`src/rtl/trig_pkg.sv`:
```
package trig_pkg;
  localparam int unsigned TRIG_NCH = 16;

  // Result for one channel. A channel that does not take part always agrees.
  function automatic logic chan_agrees(
    input logic part,
    input logic kind_level,
    input logic sense,
    input logic cur,
    input logic prev,
    input logic prev_ok
  );
    logic res;
    if (!part)
      res = 1'b1;
    else if (kind_level)
      res = (cur == sense);
    else if (!prev_ok)
      res = 1'b0;
    else if (sense)
      res = prev & ~cur;
    else
      res = ~prev & cur;
    return res;
  endfunction

  // True when more than one bit of the vector is set.
  function automatic logic several_set(input logic [TRIG_NCH-1:0] v);
    return (v & (v - 1'b1)) != '0;
  endfunction
endpackage

```
`src/rtl/trig_cfg_decode.sv`:
```
module trig_cfg_decode
  import trig_pkg::*;
#(
  parameter int unsigned NCH = TRIG_NCH
) (
  input  logic [NCH-1:0] in_use,
  input  logic [NCH-1:0] enable,
  input  logic [NCH-1:0] kind,
  output logic [NCH-1:0] part,
  output logic [NCH-1:0] edge_mask,
  output logic           cfg_err
);
  always_comb begin
    part      = enable & in_use;
    edge_mask = part & ~kind;
    cfg_err   = (edge_mask & (edge_mask - 1'b1)) != '0;
  end
endmodule

```
`src/rtl/trig_sample_hist.sv`:
```
module trig_sample_hist #(
  parameter int unsigned NCH = 16
) (
  input  logic           clk,
  input  logic           rst_n,
  input  logic           valid,
  input  logic [NCH-1:0] data,
  output logic [NCH-1:0] prev,
  output logic           prev_ok
);
  always_ff @(posedge clk) begin
    if (!rst_n) begin
      prev    <= '0;
      prev_ok <= 1'b0;
    end else if (valid) begin
      prev    <= data;
      prev_ok <= 1'b1;
    end
  end

  // the history only moves on a qualified sample
  a_r10_hist_hold: assert property (@(posedge clk) disable iff (!rst_n)
    !valid |=> $stable(prev) && $stable(prev_ok));
endmodule

```
`src/rtl/trig_chan_eval.sv`:
```
module trig_chan_eval
  import trig_pkg::*;
#(
  parameter int unsigned NCH = TRIG_NCH
) (
  input  logic [NCH-1:0] part,
  input  logic [NCH-1:0] kind,
  input  logic [NCH-1:0] sense,
  input  logic [NCH-1:0] cur,
  input  logic [NCH-1:0] prev,
  input  logic           prev_ok,
  output logic [NCH-1:0] agree,
  output logic           all_agree
);
  for (genvar i = 0; i < NCH; i++) begin : g_ch
    assign agree[i] = chan_agrees(part[i], kind[i], sense[i],
                                  cur[i], prev[i], prev_ok);
  end
  assign all_agree = &agree;
endmodule

```
`src/rtl/trig_unit.sv`:
```
module trig_unit
  import trig_pkg::*;
#(
  parameter int unsigned NCH = TRIG_NCH
) (
  input  logic           clk,
  input  logic           rst_n,
  input  logic [NCH-1:0] cfg_in_use,
  input  logic [NCH-1:0] cfg_enable,
  input  logic [NCH-1:0] cfg_kind,
  input  logic [NCH-1:0] cfg_sense,
  input  logic           arm,
  input  logic           smp_valid,
  input  logic [NCH-1:0] smp_data,
  output logic           armed,
  output logic           trig_out,
  output logic           cfg_error
);
  logic [NCH-1:0] part;
  logic [NCH-1:0] edge_mask;
  logic [NCH-1:0] prev;
  logic [NCH-1:0] agree;
  logic           prev_ok;
  logic           all_agree;
  logic           fire;

  trig_cfg_decode #(.NCH(NCH)) u_cfg (
    .in_use    (cfg_in_use),
    .enable    (cfg_enable),
    .kind      (cfg_kind),
    .part      (part),
    .edge_mask (edge_mask),
    .cfg_err   (cfg_error)
  );

  trig_sample_hist #(.NCH(NCH)) u_hist (
    .clk     (clk),
    .rst_n   (rst_n),
    .valid   (smp_valid),
    .data    (smp_data),
    .prev    (prev),
    .prev_ok (prev_ok)
  );

  trig_chan_eval #(.NCH(NCH)) u_eval (
    .part      (part),
    .kind      (cfg_kind),
    .sense     (cfg_sense),
    .cur       (smp_data),
    .prev      (prev),
    .prev_ok   (prev_ok),
    .agree     (agree),
    .all_agree (all_agree)
  );

  assign fire = armed & smp_valid & all_agree & ~cfg_error;

  always_ff @(posedge clk) begin
    if (!rst_n) begin
      armed    <= 1'b0;
      trig_out <= 1'b0;
    end else begin
      trig_out <= fire;
      if (fire)
        armed <= 1'b0;
      else if (arm)
        armed <= 1'b1;
    end
  end

  // the pulse lasts one cycle
  a_r2_single_pulse: assert property (@(posedge clk) disable iff (!rst_n)
    trig_out |=> !trig_out);
  // firing leaves the unit disarmed
  a_r2_disarm: assert property (@(posedge clk) disable iff (!rst_n)
    trig_out |-> !armed);
  // a pulse follows an armed, qualified sample
  a_r2_from_sample: assert property (@(posedge clk) disable iff (!rst_n)
    $rose(trig_out) |-> $past(smp_valid) && $past(armed));
  // a bad setup never fires
  a_r6_error_silent: assert property (@(posedge clk) disable iff (!rst_n)
    cfg_error && smp_valid |=> !trig_out);
  // a channel that disagrees blocks the trigger
  a_r5_and_all: assert property (@(posedge clk) disable iff (!rst_n)
    smp_valid && (agree != '1) |=> !trig_out);
  // one edge channel at most when no error is flagged
  a_r6_edge_limit: assert property (@(posedge clk) disable iff (!rst_n)
    !cfg_error |-> $onehot0(edge_mask));
endmodule

```
`config.mk`:
```
export PLATFORM = sky130hd
export DESIGN_NAME = trig_unit
export DESIGN_NICKNAME = d
export VERILOG_FILES = /design/src/rtl/trig_pkg.sv /design/src/rtl/trig_cfg_decode.sv /design/src/rtl/trig_sample_hist.sv /design/src/rtl/trig_chan_eval.sv /design/src/rtl/trig_unit.sv
export SDC_FILE = /design/constraint.sdc
export NUM_CORES = 1
export LEC_CHECK = 0
export BUFFER_PORTS_ARGS = -buffer_cell sky130_fd_sc_hd__clkbuf_2
export CAP_MARGIN = 30
export CORE_MARGIN = 2
export CORE_UTILIZATION = 49
export CTS_CLUSTER_DIAMETER = 60
export DETAILED_ROUTE_END_ITERATION = 10
export GPL_ROUTABILITY_DRIVEN = 0
export PLACE_DENSITY_LB_ADDON = 0.2
export SYNTH_ARGS = -nofsm -noshare
export SYNTH_HDL_FRONTEND = slang
export SYNTH_SLANG_ARGS = --single-unit
```
`constraint.sdc`:
```
create_clock -name clk -period 3.25 [get_ports clk]
set_clock_uncertainty 0.15 [all_clocks]
set_input_delay 0 -clock clk [delete_from_list [all_inputs] [get_ports clk]]
set_output_delay 0 -clock clk [all_outputs]
set_load 0.02 [all_outputs]
```
==> results of run 1 <==
==> metal layers <==
| metal | GRT usage [%] | vias up | part of all wire (%) |
|---|---|---|---|
| met2 | 43.1 | 59 | 49 |
| met3 | 3.26 | 7 | 5.8 |
| li1 | - | 1014 | - |
| met1 | 26.8 | 858 | 44 |
| met5 | 0 | - | 0 |
| met4 | 7.78 | 0 | 1.5 |
==> synth_stat cells (2+ instances only) <==
cell                        instances
sky130_fd_sc_hd__mux2i_1           16
sky130_fd_sc_hd__nor4_1             2
sky130_fd_sc_hd__nor3_1             3
sky130_fd_sc_hd__nand3b_1          12
sky130_fd_sc_hd__o32ai_1            2
sky130_fd_sc_hd__a221oi_1          12
sky130_fd_sc_hd__o2111ai_1          3
sky130_fd_sc_hd__a21oi_1            8
sky130_fd_sc_hd__nand2_1           31
sky130_fd_sc_hd__nor2b_1           14
sky130_fd_sc_hd__nor3b_1            2
sky130_fd_sc_hd__xnor2_1           15
sky130_fd_sc_hd__maj3_1             2
sky130_fd_sc_hd__o22ai_1           12
sky130_fd_sc_hd__nor2_1            21
sky130_fd_sc_hd__or4_4              2
sky130_fd_sc_hd__o21ai_0            7
sky130_fd_sc_hd__dfxtp_1           19
sky130_fd_sc_hd__nand2b_1          13
sky130_fd_sc_hd__and3b_1            3
==> placed cells by master (no fill, tap or decap), drive strengths merged, types with 13 or more instances in the layout <==
cell type    Yosys  final
dlygate4sd3      0     18
nand2b          13     13
nor2            21     21
nand2           31     31
mux2i           16     16
nor2b           14     14
dfxtp           19     19
clkbuf           1     90
xnor2           15     15
==> path summary, 6_finish.rpt <==
kind | start | end | slack, ns | cells past startpoint
setup / recovery | u_hist.prev_ok | trig_out | 1.09 | 5
hold / removal | cfg_in_use[5] | armed | 0.06 | 5
setup reg to reg | u_hist.prev_ok | trig_out | 1.09 | 5
hold reg to reg | u_hist.prev[2] | u_hist.prev[2] | 0.37 | 2
==> timing repair <==
| action | 4_1_cts | 5_1_grt |
|---|---|---|
| hold buffers | 18 | 0 |
| setup endpoints to repair | 0 | 0 |
| hold endpoints to repair | 18 | 0 |
==> worst reg2reg max path, delay by kind of cell, from the launching register on <==
family	cells	cell delay [ns]
AO/OA/AOI/OAI	1	0.08
flip-flops	1	0.66
AND/OR/NAND/NOR	4	1.22
==> area by class of cell <==
class	instances	area, um^2
Inverter	2	7.51
Multi-Input combinational cell	192	1260
Sequential cell	19	380
Timing Repair Buffer	104	611
Fill cell	313	972
Tap cell	46	57.6
Clock buffer	4	26.3
==> flip-flops by register name, indices dropped and copies added (netlist names) <==
signal	count
armed	1
trig_out	1
u_hist.prev	16
u_hist.prev_ok	1
==> where the power goes <==
| group | switching [mW] | internal [mW] |
|---|---|---|
| clock | 0.0779 | 0.0478 |
| sequential | 0.0116 | 0.246 |
| combinational | 0.106 | 0.122 |
==> logic make-up after synthesis <==
kind of cell / after synthesis
xor gates and xnor gates: 15
buffers and inverters: 6
muxes: 16
adders and majority gates: 2
AOI/OAI and AO/OA: 48
DFF: 19
and+or+nand+nor: 111
==> through the flow <==
step                std cells  setup WS, ns  area [um^2]  hold WS (ns)  util (%)
finish                    367          1.09         2340        0.0592      70.6
floorplan                 217          1.43         1670       -0.0116         -
global placement          345          1.16         2130         0.121      64.4
detailed placement        345          1.10         2130         0.119      64.4
CTS                       367          1.06         2340        0.0554      70.6
global route              367         0.915         2340        0.0565      70.6
==> metrics.txt, run 1 <==
# TYPE chip_impl_metric gauge
chip_impl_metric{name="worst-path-buf-inv",unit=""} 0
chip_impl_info{name="worstSetupPathType",value="reg2reg"} 1
chip_impl_metric{name="drt_pre_antenna_iters",unit=""} 4
chip_impl_metric{name="post-route-min-period",unit="ns"} 2.16
chip_impl_metric{name="hold_viol_final",unit=""} 0
chip_impl_metric{name="total_routing_usage_reported_by_global_routing",unit="%"} 23.1
chip_impl_info{name="unrepaired_setup_endpoints_after_global_routing",value="false"} 1
chip_impl_metric{name="report.final.setup_viol",unit=""} 0
chip_impl_metric{name="die_boundary_width",unit="um"} 62.3
chip_impl_metric{name="drt-wirelength-per-cell",unit="um"} 11.9
chip_impl_info{name="post-synth-top-area-cell",value="sky130_fd_sc_hd__dfxtp_1"} 1
chip_impl_metric{name="num_rows",unit=""} 21
chip_impl_info{name="timing.hold.worst.class",value="in2reg"} 1
chip_impl_metric{name="max-clock-path-buffers",unit=""} 2
chip_impl_metric{name="cts_post_setup_buffers_inserted",unit=""} 0
chip_impl_metric{name="drc_errors",unit=""} 0
chip_impl_info{name="cpLargestDelayFamily",value="simple AND/OR/NAND/NOR gates"} 1
chip_impl_metric{name="synth-seq-cells",unit=""} 19
chip_impl_metric{name="cp.arrival",unit="ns"} 2.27
chip_impl_metric{name="cp_slowest_stage_delay",unit="ns"} 0.66
chip_impl_metric{name="design.final.nets",unit=""} 406
chip_impl_metric{name="grt.overflow.total",unit=""} 0
chip_impl_info{name="cts_tree",value="yes"} 1
chip_impl_metric{name="edff_count_synth",unit=""} 0
chip_impl_metric{name="area.growth.synth_to_final",unit="%"} 40.2
chip_impl_metric{name="drtAntennaViolNets",unit=""} 0
chip_impl_metric{name="synth.avg_cell_area",unit="um^2"} 7.69
chip_impl_metric{name="total_leakage_power",unit="nW"} 1.07
chip_impl_metric{name="drv_cap",unit=""} 0
chip_impl_metric{name="starting_density",unit="%"} 50.4
chip_impl_info{name="crit_chain",value="nor2b_1, a221oi_1, or4_4, nor4_2, and3_1"} 1
chip_impl_info{name="cts_root_buffer",value="sky130_fd_sc_hd__clkbuf_4"} 1
chip_impl_metric{name="max-slew-margin-rel",unit="%"} 59.9
chip_impl_metric{name="power.total",unit="uW"} 612
chip_impl_metric{name="initialDrtViolationCount",unit=""} 90
chip_impl_metric{name="synthSimpleGateAreaFrac",unit="%"} 36.5
chip_impl_info{name="outcome",value="finished, final reports clean"} 1
chip_impl_metric{name="synthesized_area_fraction_occupied_by_ao_oa_aoi_and_oai_cells",unit="%"} 20.1
chip_impl_metric{name="cts-htree-levels",unit=""} 1
chip_impl_metric{name="buffer_ports.inserted",unit=""} 86
chip_impl_metric{name="via_count_of_the_first_global_routing_pass",unit=""} 1846
chip_impl_metric{name="synth_cells",unit=""} 217
chip_impl_metric{name="worst-endpoint-required",unit="ns"} 3.35
chip_impl_metric{name="tritoncts.num_buffers",unit=""} 3
chip_impl_metric{name="floorplan_die_area",unit="um^2"} 3890
chip_impl_metric{name="grt_first_pass_wirelength",unit="um"} 7360
chip_impl_metric{name="synth.mux.area_fraction",unit="%"} 9.60
chip_impl_metric{name="post-route-period-util",unit="%"} 66.6
chip_impl_info{name="worstSetupEndpointType",value="register"} 1
chip_impl_metric{name="core",unit="um^2"} 3310
chip_impl_info{name="synth_top_family_by_area",value="simple AND/OR/NAND/NOR gates"} 1
chip_impl_info{name="netlist_top_cells_area",value="sky130_fd_sc_hd__dfxtp_1 (23%), sky130_fd_sc_hd__mux2i_1 (9.6%), sky130_fd_sc_hd__xnor2_1 (7.9%), sky130_fd_sc_hd__nand2_1 (7.0%), sky130_fd_sc_hd__a221oi_1 (6.3%)"} 1
chip_impl_metric{name="cts_resized",unit=""} 0
chip_impl_metric{name="tightest_slew",unit="ns"} 0.602
chip_impl_metric{name="design.portCount",unit=""} 87
chip_impl_metric{name="synth.top_cell.area_share",unit="%"} 22.8
chip_impl_metric{name="setup_tns",unit="ns"} 0
chip_impl_metric{name="pwr_density_cell",unit="nW/um^2"} 262
chip_impl_metric{name="clk_transition_reported_paths",unit="ns"} 0.11
chip_impl_metric{name="max-vdd-ir-drop",unit="V"} 0.000138
chip_impl_info{name="ys.flop_type",value="sky130_fd_sc_hd__dfxtp_1"} 1
chip_impl_metric{name="worstPathMaxFanout",unit=""} 18
chip_impl_metric{name="synthArstFlopShare",unit="%"} 0
chip_impl_metric{name="yosysWarningCount",unit=""} 0
chip_impl_metric{name="clock_insertion_delay_worst_skew",unit="ns"} 0.30
chip_impl_metric{name="slew_violations",unit=""} 0
chip_impl_metric{name="dp_hpwl",unit="um"} 3510
chip_impl_metric{name="cts_sinks",unit=""} 19
chip_impl_metric{name="max_freq",unit="MHz"} 462
chip_impl_metric{name="post_synth_num_cell_types",unit=""} 38
chip_impl_metric{name="grt_start_max_net_pins",unit=""} 19
chip_impl_metric{name="yosys.area_share.adder",unit="%"} 1.20
chip_impl_metric{name="synthesis.area",unit="um^2"} 1670
chip_impl_metric{name="die_height",unit="um"} 62.3
chip_impl_metric{name="mappedNetlistNets",unit=""} 301
chip_impl_info{name="crit_path_start_kind",value="register"} 1
chip_impl_metric{name="synth_seq_area_share",unit="%"} 22.8
chip_impl_metric{name="n_antenna_cell",unit=""} 0
chip_impl_metric{name="synth-xor-area-share",unit="%"} 7.88
chip_impl_metric{name="drt-total-wl",unit="um"} 4380
chip_impl_metric{name="detail_route.vias_per_cell",unit=""} 5.28
chip_impl_metric{name="num_vias",unit=""} 1938
chip_impl_metric{name="drive_above_1_share",unit="%"} 28.7
chip_impl_metric{name="grt_antenna_before_repair",unit=""} 0
chip_impl_info{name="critical_path.slowest_cell",value="sky130_fd_sc_hd__dfxtp_1"} 1
Power figures use the tool's default switching activity.
==> run 2, diff against run 1 <==
--- a/config.mk
+++ b/config.mk
@@ -8,7 +8,7 @@
 export BUFFER_PORTS_ARGS = -buffer_cell sky130_fd_sc_hd__clkbuf_2
 export CAP_MARGIN = 30
 export CORE_MARGIN = 2
-export CORE_UTILIZATION = 49
+export CORE_UTILIZATION = 46
 export CTS_CLUSTER_DIAMETER = 60
 export DETAILED_ROUTE_END_ITERATION = 10
 export GPL_ROUTABILITY_DRIVEN = 0
==> constraint.sdc (replaced) <==
create_clock -name clk -period 2.15 [get_ports clk]
set_clock_uncertainty 0.15 [all_clocks]
set_input_delay 0 -clock clk [delete_from_list [all_inputs] [get_ports clk]]
set_output_delay 0 -clock clk [all_outputs]
set_load 0.02 [all_outputs]
==> metrics.txt, run 2 (same netlist as run 1, synthesis figures left out) <==
# TYPE chip_impl_metric gauge
chip_impl_info{name="outcome",value="finished, final reports clean"} 1
chip_impl_info{name="unrepaired_setup_endpoints_after_global_routing",value="false"} 1
chip_impl_metric{name="tightest_slew",unit="ns"} 0.503
chip_impl_metric{name="drt_pre_antenna_iters",unit=""} 4
chip_impl_metric{name="setup_tns",unit="ns"} 0
chip_impl_metric{name="drv_cap",unit=""} 0
chip_impl_metric{name="post-route-min-period",unit="ns"} 1.99
chip_impl_metric{name="max_freq",unit="MHz"} 503
chip_impl_metric{name="cts-htree-levels",unit=""} 1
chip_impl_metric{name="design.portCount",unit=""} 87
chip_impl_metric{name="cts_post_setup_buffers_inserted",unit=""} 0
chip_impl_info{name="cts_root_buffer",value="sky130_fd_sc_hd__clkbuf_4"} 1
chip_impl_metric{name="grt_start_max_net_pins",unit=""} 19
chip_impl_metric{name="tritoncts.num_buffers",unit=""} 3
chip_impl_metric{name="worst-endpoint-required",unit="ns"} 2.24
chip_impl_info{name="timing.hold.worst.class",value="in2reg"} 1
chip_impl_info{name="crit_chain",value="buf_4, nor2b_1, a221oi_1, or4_4, nor4_2, and3_1"} 1
chip_impl_metric{name="drtAntennaViolNets",unit=""} 0
chip_impl_metric{name="timing.hold.worst_path_depth",unit=""} 6
chip_impl_info{name="top_register",value="u_hist.prev"} 1
chip_impl_metric{name="clock_insertion_delay_worst_skew",unit="ns"} 0.30
chip_impl_metric{name="post-route-period-util",unit="%"} 92.5
chip_impl_metric{name="grt_first_pass_wirelength",unit="um"} 7280
chip_impl_metric{name="grt_antenna_before_repair",unit=""} 0
chip_impl_metric{name="drive_above_1_share",unit="%"} 29.1
chip_impl_metric{name="total_leakage_power",unit="nW"} 1.08
chip_impl_info{name="cts_tree",value="yes"} 1
chip_impl_metric{name="rr_worst_depth",unit=""} 6
chip_impl_metric{name="max-slew-margin-rel",unit="%"} 66.2
chip_impl_metric{name="drt-wirelength-per-cell",unit="um"} 12.1
chip_impl_metric{name="cts_hold_repair.buffers",unit=""} 18
chip_impl_metric{name="floorplan_die_area",unit="um^2"} 4120
chip_impl_metric{name="die_height",unit="um"} 64.2
chip_impl_metric{name="seqPwrFrac",unit="%"} 41.7
chip_impl_info{name="critical_path.slowest_cell",value="sky130_fd_sc_hd__or4_4"} 1
chip_impl_metric{name="cts_resized",unit=""} 0
chip_impl_metric{name="core",unit="um^2"} 3420
chip_impl_metric{name="cp.arrival",unit="ns"} 2.08
chip_impl_metric{name="dp_hpwl",unit="um"} 3610
chip_impl_metric{name="buffer_ports.inserted",unit=""} 86
chip_impl_info{name="crit_path_start",value="u_hist.prev_ok"} 1
chip_impl_metric{name="share_comb_of_total_power",unit="%"} 38.3
chip_impl_metric{name="total_switching_power",unit="uW"} 293
chip_impl_metric{name="drt-total-wl",unit="um"} 4460
chip_impl_info{name="crit_path_start_kind",value="register"} 1
chip_impl_info{name="min_delay_worst_endpoint",value="armed"} 1
chip_impl_metric{name="grt.overflow.total",unit=""} 0
chip_impl_metric{name="finalCoreUtilization",unit="%"} 68.9
chip_impl_metric{name="worstPathMaxFanout",unit=""} 18
chip_impl_metric{name="drc_errors",unit=""} 0
chip_impl_info{name="hp-start",value="smp_valid"} 1
chip_impl_metric{name="design.final.nets",unit=""} 408
chip_impl_metric{name="clk_transition_reported_paths",unit="ns"} 0.10
chip_impl_metric{name="cp_slowest_stage_delay",unit="ns"} 0.54
chip_impl_metric{name="hold_ws",unit="ns"} 0.0772
chip_impl_metric{name="final.fill_count",unit=""} 307
chip_impl_metric{name="die_boundary_width",unit="um"} 64.2
chip_impl_metric{name="detail_route.vias_per_cell",unit=""} 5.32
chip_impl_metric{name="via_count_of_the_first_global_routing_pass",unit=""} 1763
chip_impl_metric{name="internal-power",unit="uW"} 631
chip_impl_metric{name="power_frac_clock",unit="%"} 20.0
chip_impl_metric{name="total_routing_usage_reported_by_global_routing",unit="%"} 21.7
chip_impl_metric{name="power.total",unit="uW"} 925
chip_impl_metric{name="n_antenna_cell",unit=""} 0
chip_impl_metric{name="slew_violations",unit=""} 0
chip_impl_metric{name="cts_sinks",unit=""} 19
chip_impl_info{name="final_common_cell",value="sky130_fd_sc_hd__clkbuf_2"} 1
chip_impl_metric{name="report.final.setup_viol",unit=""} 0
chip_impl_metric{name="area.growth.synth_to_final",unit="%"} 41.1
chip_impl_metric{name="largest_register_ffs",unit=""} 16
chip_impl_metric{name="worst-path-buf-inv",unit=""} 1
chip_impl_metric{name="num_rows",unit=""} 21
chip_impl_metric{name="setup.reg_to_reg.worst_slack",unit="ns"} 0.16
chip_impl_info{name="commonest_cells_after_routing_fill_and_taps_aside",value="sky130_fd_sc_hd__clkbuf_2 (86), sky130_fd_sc_hd__nand2_1 (31), sky130_fd_sc_hd__nor2_1 (21)"} 1
chip_impl_info{name="worstSetupEndpointType",value="register"} 1
chip_impl_info{name="regToRegEndpoint",value="trig_out"} 1
chip_impl_metric{name="starting_density",unit="%"} 48.8
chip_impl_metric{name="max-clock-path-buffers",unit=""} 2
chip_impl_info{name="cpLargestDelayFamily",value="simple AND/OR/NAND/NOR gates"} 1
chip_impl_metric{name="max-vdd-ir-drop",unit="V"} 0.000276
chip_impl_metric{name="seq_area",unit="um^2"} 380
chip_impl_metric{name="num_vias",unit=""} 1964
chip_impl_metric{name="pwr_density_cell",unit="nW/um^2"} 393
chip_impl_info{name="crit-reg2reg-launch",value="u_hist.prev_ok"} 1
chip_impl_info{name="worstSetupPathType",value="reg2reg"} 1
chip_impl_metric{name="multi_input_area",unit="um^2"} 1260
chip_impl_metric{name="switching_share",unit="%"} 31.7
chip_impl_metric{name="initialDrtViolationCount",unit=""} 78
chip_impl_metric{name="hold_viol_final",unit=""} 0
## run 2: worst register-to-register path, stage by stage, from the launching register on
cell and delay (ns):
sky130_fd_sc_hd__dfxtp_1 0.32, sky130_fd_sc_hd__buf_4 0.20, sky130_fd_sc_hd__nor2b_1 0.15, sky130_fd_sc_hd__a221oi_1 0.09, sky130_fd_sc_hd__or4_4 0.54, sky130_fd_sc_hd__nor4_2 0.31, sky130_fd_sc_hd__and3_1 0.18
## run 2: through the flow
step | cells | worst slack [ns] | cell area, um^2
after detailed placement | 347 | 0.194 | 2150
after global placement | 347 | 0.229 | 2150
after global routing | 369 | 0.0382 | 2350
final | 369 | 0.161 | 2350
after floorplan | 217 | 0.334 | 1670
after CTS | 369 | 0.164 | 2350
## run 2: power by group through the flow
stage | Sequential (mW) | Clock (mW) | Combinational [mW]
3_3_place_gp | 0.392 | 0 | 0.322
5_1_grt | 0.389 | 0.203 | 0.391
2_1_floorplan | 0.393 | 0 | 0.181
6_report | 0.386 | 0.185 | 0.354
4_1_cts | 0.385 | 0.191 | 0.354
3_5_place_dp | 0.393 | 0 | 0.328
## run 2: how the worst max path moves through the flow
stage / endpoint / slack (ns) / cells after the start
global placement: trig_out / 0.23 / 6
detailed placement: trig_out / 0.19 / 6
finish: trig_out / 0.16 / 6
CTS: trig_out / 0.16 / 6
floorplan: trig_out / 0.33 / 6
global route: trig_out / 0.04 / 6
## run 2: metal layers
layer,vias to the layer above,track usage (%),routed length (um)
li1,1025,-,-
met1,880,28.2,2080
met2,57,38.4,2130
met3,2,2.11,234
met4,0,5.32,17
met5,-,0,0
## run 2: layout make-up
class | count | share of cell area (%)
flip-flops and latches | 19 | 16.2
clock buffers | 4 | 1.12
repair buffers | 106 | 26.6
inverters | 2 | 0.319
well taps | 46 | 2.45
multi-input cells | 192 | 53.4
==> run 3, diff against run 2 <==
--- a/config.mk
+++ b/config.mk
@@ -12,6 +12,8 @@
 export CTS_CLUSTER_DIAMETER = 60
 export DETAILED_ROUTE_END_ITERATION = 10
 export GPL_ROUTABILITY_DRIVEN = 0
+export GPL_TIMING_DRIVEN = 0
+export MAX_ROUTING_LAYER = met4
 export PLACE_DENSITY_LB_ADDON = 0.2
 export SYNTH_ARGS = -nofsm -noshare
 export SYNTH_HDL_FRONTEND = slang
==> constraint.sdc (replaced) <==
create_clock -name clk -period 2.2 [get_ports clk]
set_clock_uncertainty 0.15 [all_clocks]
set_input_delay 0 -clock clk [delete_from_list [all_inputs] [get_ports clk]]
set_output_delay 0 -clock clk [all_outputs]
set_load 0.02 [all_outputs]
==> metrics.txt, run 3 (same netlist as run 1, synthesis figures left out) <==
# TYPE chip_impl_metric gauge
chip_impl_info{name="outcome",value="finished, final reports clean"} 1
chip_impl_info{name="crit-reg2reg-launch",value="u_hist.prev_ok"} 1
chip_impl_metric{name="die_boundary_width",unit="um"} 64.2
chip_impl_metric{name="worstPathMaxFanout",unit=""} 10
chip_impl_metric{name="report.final.setup_viol",unit=""} 0
chip_impl_info{name="top_register",value="u_hist.prev"} 1
chip_impl_metric{name="internal-power",unit="uW"} 628
chip_impl_metric{name="clk_transition_reported_paths",unit="ns"} 0.12
chip_impl_info{name="cts_root_buffer",value="sky130_fd_sc_hd__clkbuf_4"} 1
chip_impl_metric{name="cp.arrival",unit="ns"} 2.13
chip_impl_metric{name="tritoncts.num_buffers",unit=""} 3
chip_impl_metric{name="via_count_of_the_first_global_routing_pass",unit=""} 1830
chip_impl_metric{name="num_rows",unit=""} 21
chip_impl_info{name="worstSetupEndpointType",value="register"} 1
chip_impl_metric{name="max-vdd-ir-drop",unit="V"} 0.000251
chip_impl_metric{name="worst-endpoint-required",unit="ns"} 2.30
chip_impl_metric{name="placed_area",unit="um^2"} 2150
chip_impl_metric{name="grt_start_max_net_pins",unit=""} 12
chip_impl_info{name="crit_path_start_kind",value="register"} 1
chip_impl_metric{name="dp_hpwl",unit="um"} 3620
chip_impl_info{name="worst_setup_path_endpoint",value="trig_out"} 1
chip_impl_metric{name="post-route-min-period",unit="ns"} 2.03
chip_impl_metric{name="die_height",unit="um"} 64.2
chip_impl_info{name="unrepaired_setup_endpoints_after_global_routing",value="false"} 1
chip_impl_metric{name="n_antenna_cell",unit=""} 0
chip_impl_metric{name="power.total",unit="uW"} 925
chip_impl_metric{name="switching_share",unit="%"} 32.1
chip_impl_metric{name="hold_viol_final",unit=""} 0
chip_impl_metric{name="max_freq",unit="MHz"} 493
chip_impl_metric{name="detail_route.vias_per_cell",unit=""} 5.27
chip_impl_metric{name="clock_insertion_delay_worst_skew",unit="ns"} 0.30
chip_impl_metric{name="drc_errors",unit=""} 0
chip_impl_metric{name="initialDrtViolationCount",unit=""} 67
chip_impl_metric{name="area.growth.synth_to_final",unit="%"} 45.7
chip_impl_metric{name="finalCoreUtilization",unit="%"} 71.1
chip_impl_metric{name="design.final.nets",unit=""} 416
chip_impl_metric{name="cts-htree-levels",unit=""} 1
chip_impl_metric{name="buffer_ports.inserted",unit=""} 85
chip_impl_metric{name="starting_density",unit="%"} 48.8
chip_impl_metric{name="drive_above_1_share",unit="%"} 28.7
chip_impl_metric{name="drt_pre_antenna_iters",unit=""} 4
chip_impl_metric{name="setup.reg_to_reg.worst_slack",unit="ns"} 0.17
chip_impl_metric{name="rr_worst_depth",unit=""} 6
chip_impl_metric{name="drt-wirelength-per-cell",unit="um"} 12.7
chip_impl_metric{name="setup_tns",unit="ns"} 0
chip_impl_metric{name="total_switching_power",unit="uW"} 297
chip_impl_info{name="regToRegEndpoint",value="trig_out"} 1
chip_impl_metric{name="total_routing_usage_reported_by_global_routing",unit="%"} 24.7
chip_impl_metric{name="max-slew-margin-rel",unit="%"} 48.1
chip_impl_metric{name="max-clock-path-buffers",unit=""} 2
chip_impl_metric{name="post-route-period-util",unit="%"} 92.2
chip_impl_info{name="crit_path_start",value="u_hist.prev_ok"} 1
chip_impl_metric{name="grt_antenna_before_repair",unit=""} 0
chip_impl_metric{name="slew_violations",unit=""} 0
chip_impl_info{name="worstSetupPathType",value="reg2reg"} 1
chip_impl_metric{name="drv_cap",unit=""} 0
chip_impl_metric{name="pwr_density_cell",unit="nW/um^2"} 381
chip_impl_metric{name="tightest_slew",unit="ns"} 0.778
chip_impl_info{name="cts_tree",value="yes"} 1
chip_impl_metric{name="final.fill_count",unit=""} 301
chip_impl_metric{name="seqPwrFrac",unit="%"} 41.2
chip_impl_metric{name="core",unit="um^2"} 3420
chip_impl_metric{name="grt.overflow.total",unit=""} 0
chip_impl_info{name="commonest_cells_after_routing_fill_and_taps_aside",value="sky130_fd_sc_hd__clkbuf_2 (85), sky130_fd_sc_hd__nand2_1 (31), sky130_fd_sc_hd__dlygate4sd3_1 (25)"} 1
chip_impl_metric{name="total_leakage_power",unit="nW"} 1.10
chip_impl_metric{name="design.portCount",unit=""} 87
chip_impl_metric{name="cts_sinks",unit=""} 19
chip_impl_metric{name="drtAntennaViolNets",unit=""} 0
chip_impl_metric{name="num_vias",unit=""} 1988
chip_impl_metric{name="drt-total-wl",unit="um"} 4800
chip_impl_metric{name="fin_area",unit="um^2"} 2430
chip_impl_metric{name="share_comb_of_total_power",unit="%"} 39.0
chip_impl_metric{name="grt_first_pass_wirelength",unit="um"} 7810
chip_impl_metric{name="power_frac_clock",unit="%"} 19.7
chip_impl_metric{name="floorplan_die_area",unit="um^2"} 4120
chip_impl_info{name="final_common_cell",value="sky130_fd_sc_hd__clkbuf_2"} 1
chip_impl_info{name="timing.hold.worst.class",value="in2reg"} 1
chip_impl_metric{name="largest_register_ffs",unit=""} 16
[run 3: how the worst min path moves through the flow]
stage	startpoint	endpoint	slack, ns	depth (start not counted)
CTS	cfg_in_use[5]	armed	0.08	5
detailed placement	rst_n	armed	0.11	3
finish	cfg_in_use[4]	armed	0.09	5
global route	cfg_in_use[4]	armed	0.12	5
floorplan	rst_n	armed	-0.01	2
global placement	rst_n	armed	0.11	3
[run 3: area by class of cell]
type,instances,area [um^2],area share (%)
clock inverters,1,5.00,0.206
clock buffers,3,22.5,0.927
plain buffers,4,23.8,0.978
inverters,2,7.51,0.309
well taps,46,57.6,2.37
multi-input cells,192,1260,51.7
flip-flops and latches,19,382,15.7
repair buffers,110,676,27.8
[run 3: power groups by stage]
stage	Combinational (mW)	Clock [mW]	Sequential [mW]
floorplan	0.177	0	0.384
global placement	0.313	0	0.387
detailed placement	0.319	0	0.388
CTS	0.359	0.191	0.380
global route	0.400	0.211	0.384
finish	0.361	0.183	0.381
[run 3: per-layer routing]
| layer | up-vias | share of wire [%] | track usage (%) |
|---|---|---|---|
| met4 | 0 | 0.71 | 6.12 |
| met2 | 70 | 49 | 42.7 |
| met5 | - | 0 | - |
| met3 | 4 | 6.7 | 3.52 |
| li1 | 1039 | - | - |
| met1 | 875 | 43 | 30.2 |
[run 3: critical path, cell delays in order (launching register included)]
cell                       delay (ns)
sky130_fd_sc_hd__dfxtp_2         0.46
sky130_fd_sc_hd__buf_6           0.18
sky130_fd_sc_hd__and2b_1         0.13
sky130_fd_sc_hd__a221oi_1        0.06
sky130_fd_sc_hd__or4_1           0.53
sky130_fd_sc_hd__nor4_2          0.28
sky130_fd_sc_hd__and3_1          0.19
[run 3: what timing repair did]
| item | CTS | global route |
|---|---|---|
| resized for setup | 0 | 1 |
| hold buffers | 25 | 0 |
| setup buffers | 0 | 0 |
| endpoints found under the setup margin | 0 | 2 |
| hold endpoints to repair | 19 | 0 |
[run 3: through the flow]
step / setup slack, ns / std cells / hold WS [ns]
after detailed placement: 0.0876 / 348 / 0.114
after global placement: 0.0886 / 348 / 0.109
final: 0.171 / 377 / 0.0918
after CTS: 0.0599 / 377 / 0.0822
after floorplan: 0.384 / 217 / -0.0116
after global routing: 0.0886 / 377 / 0.118
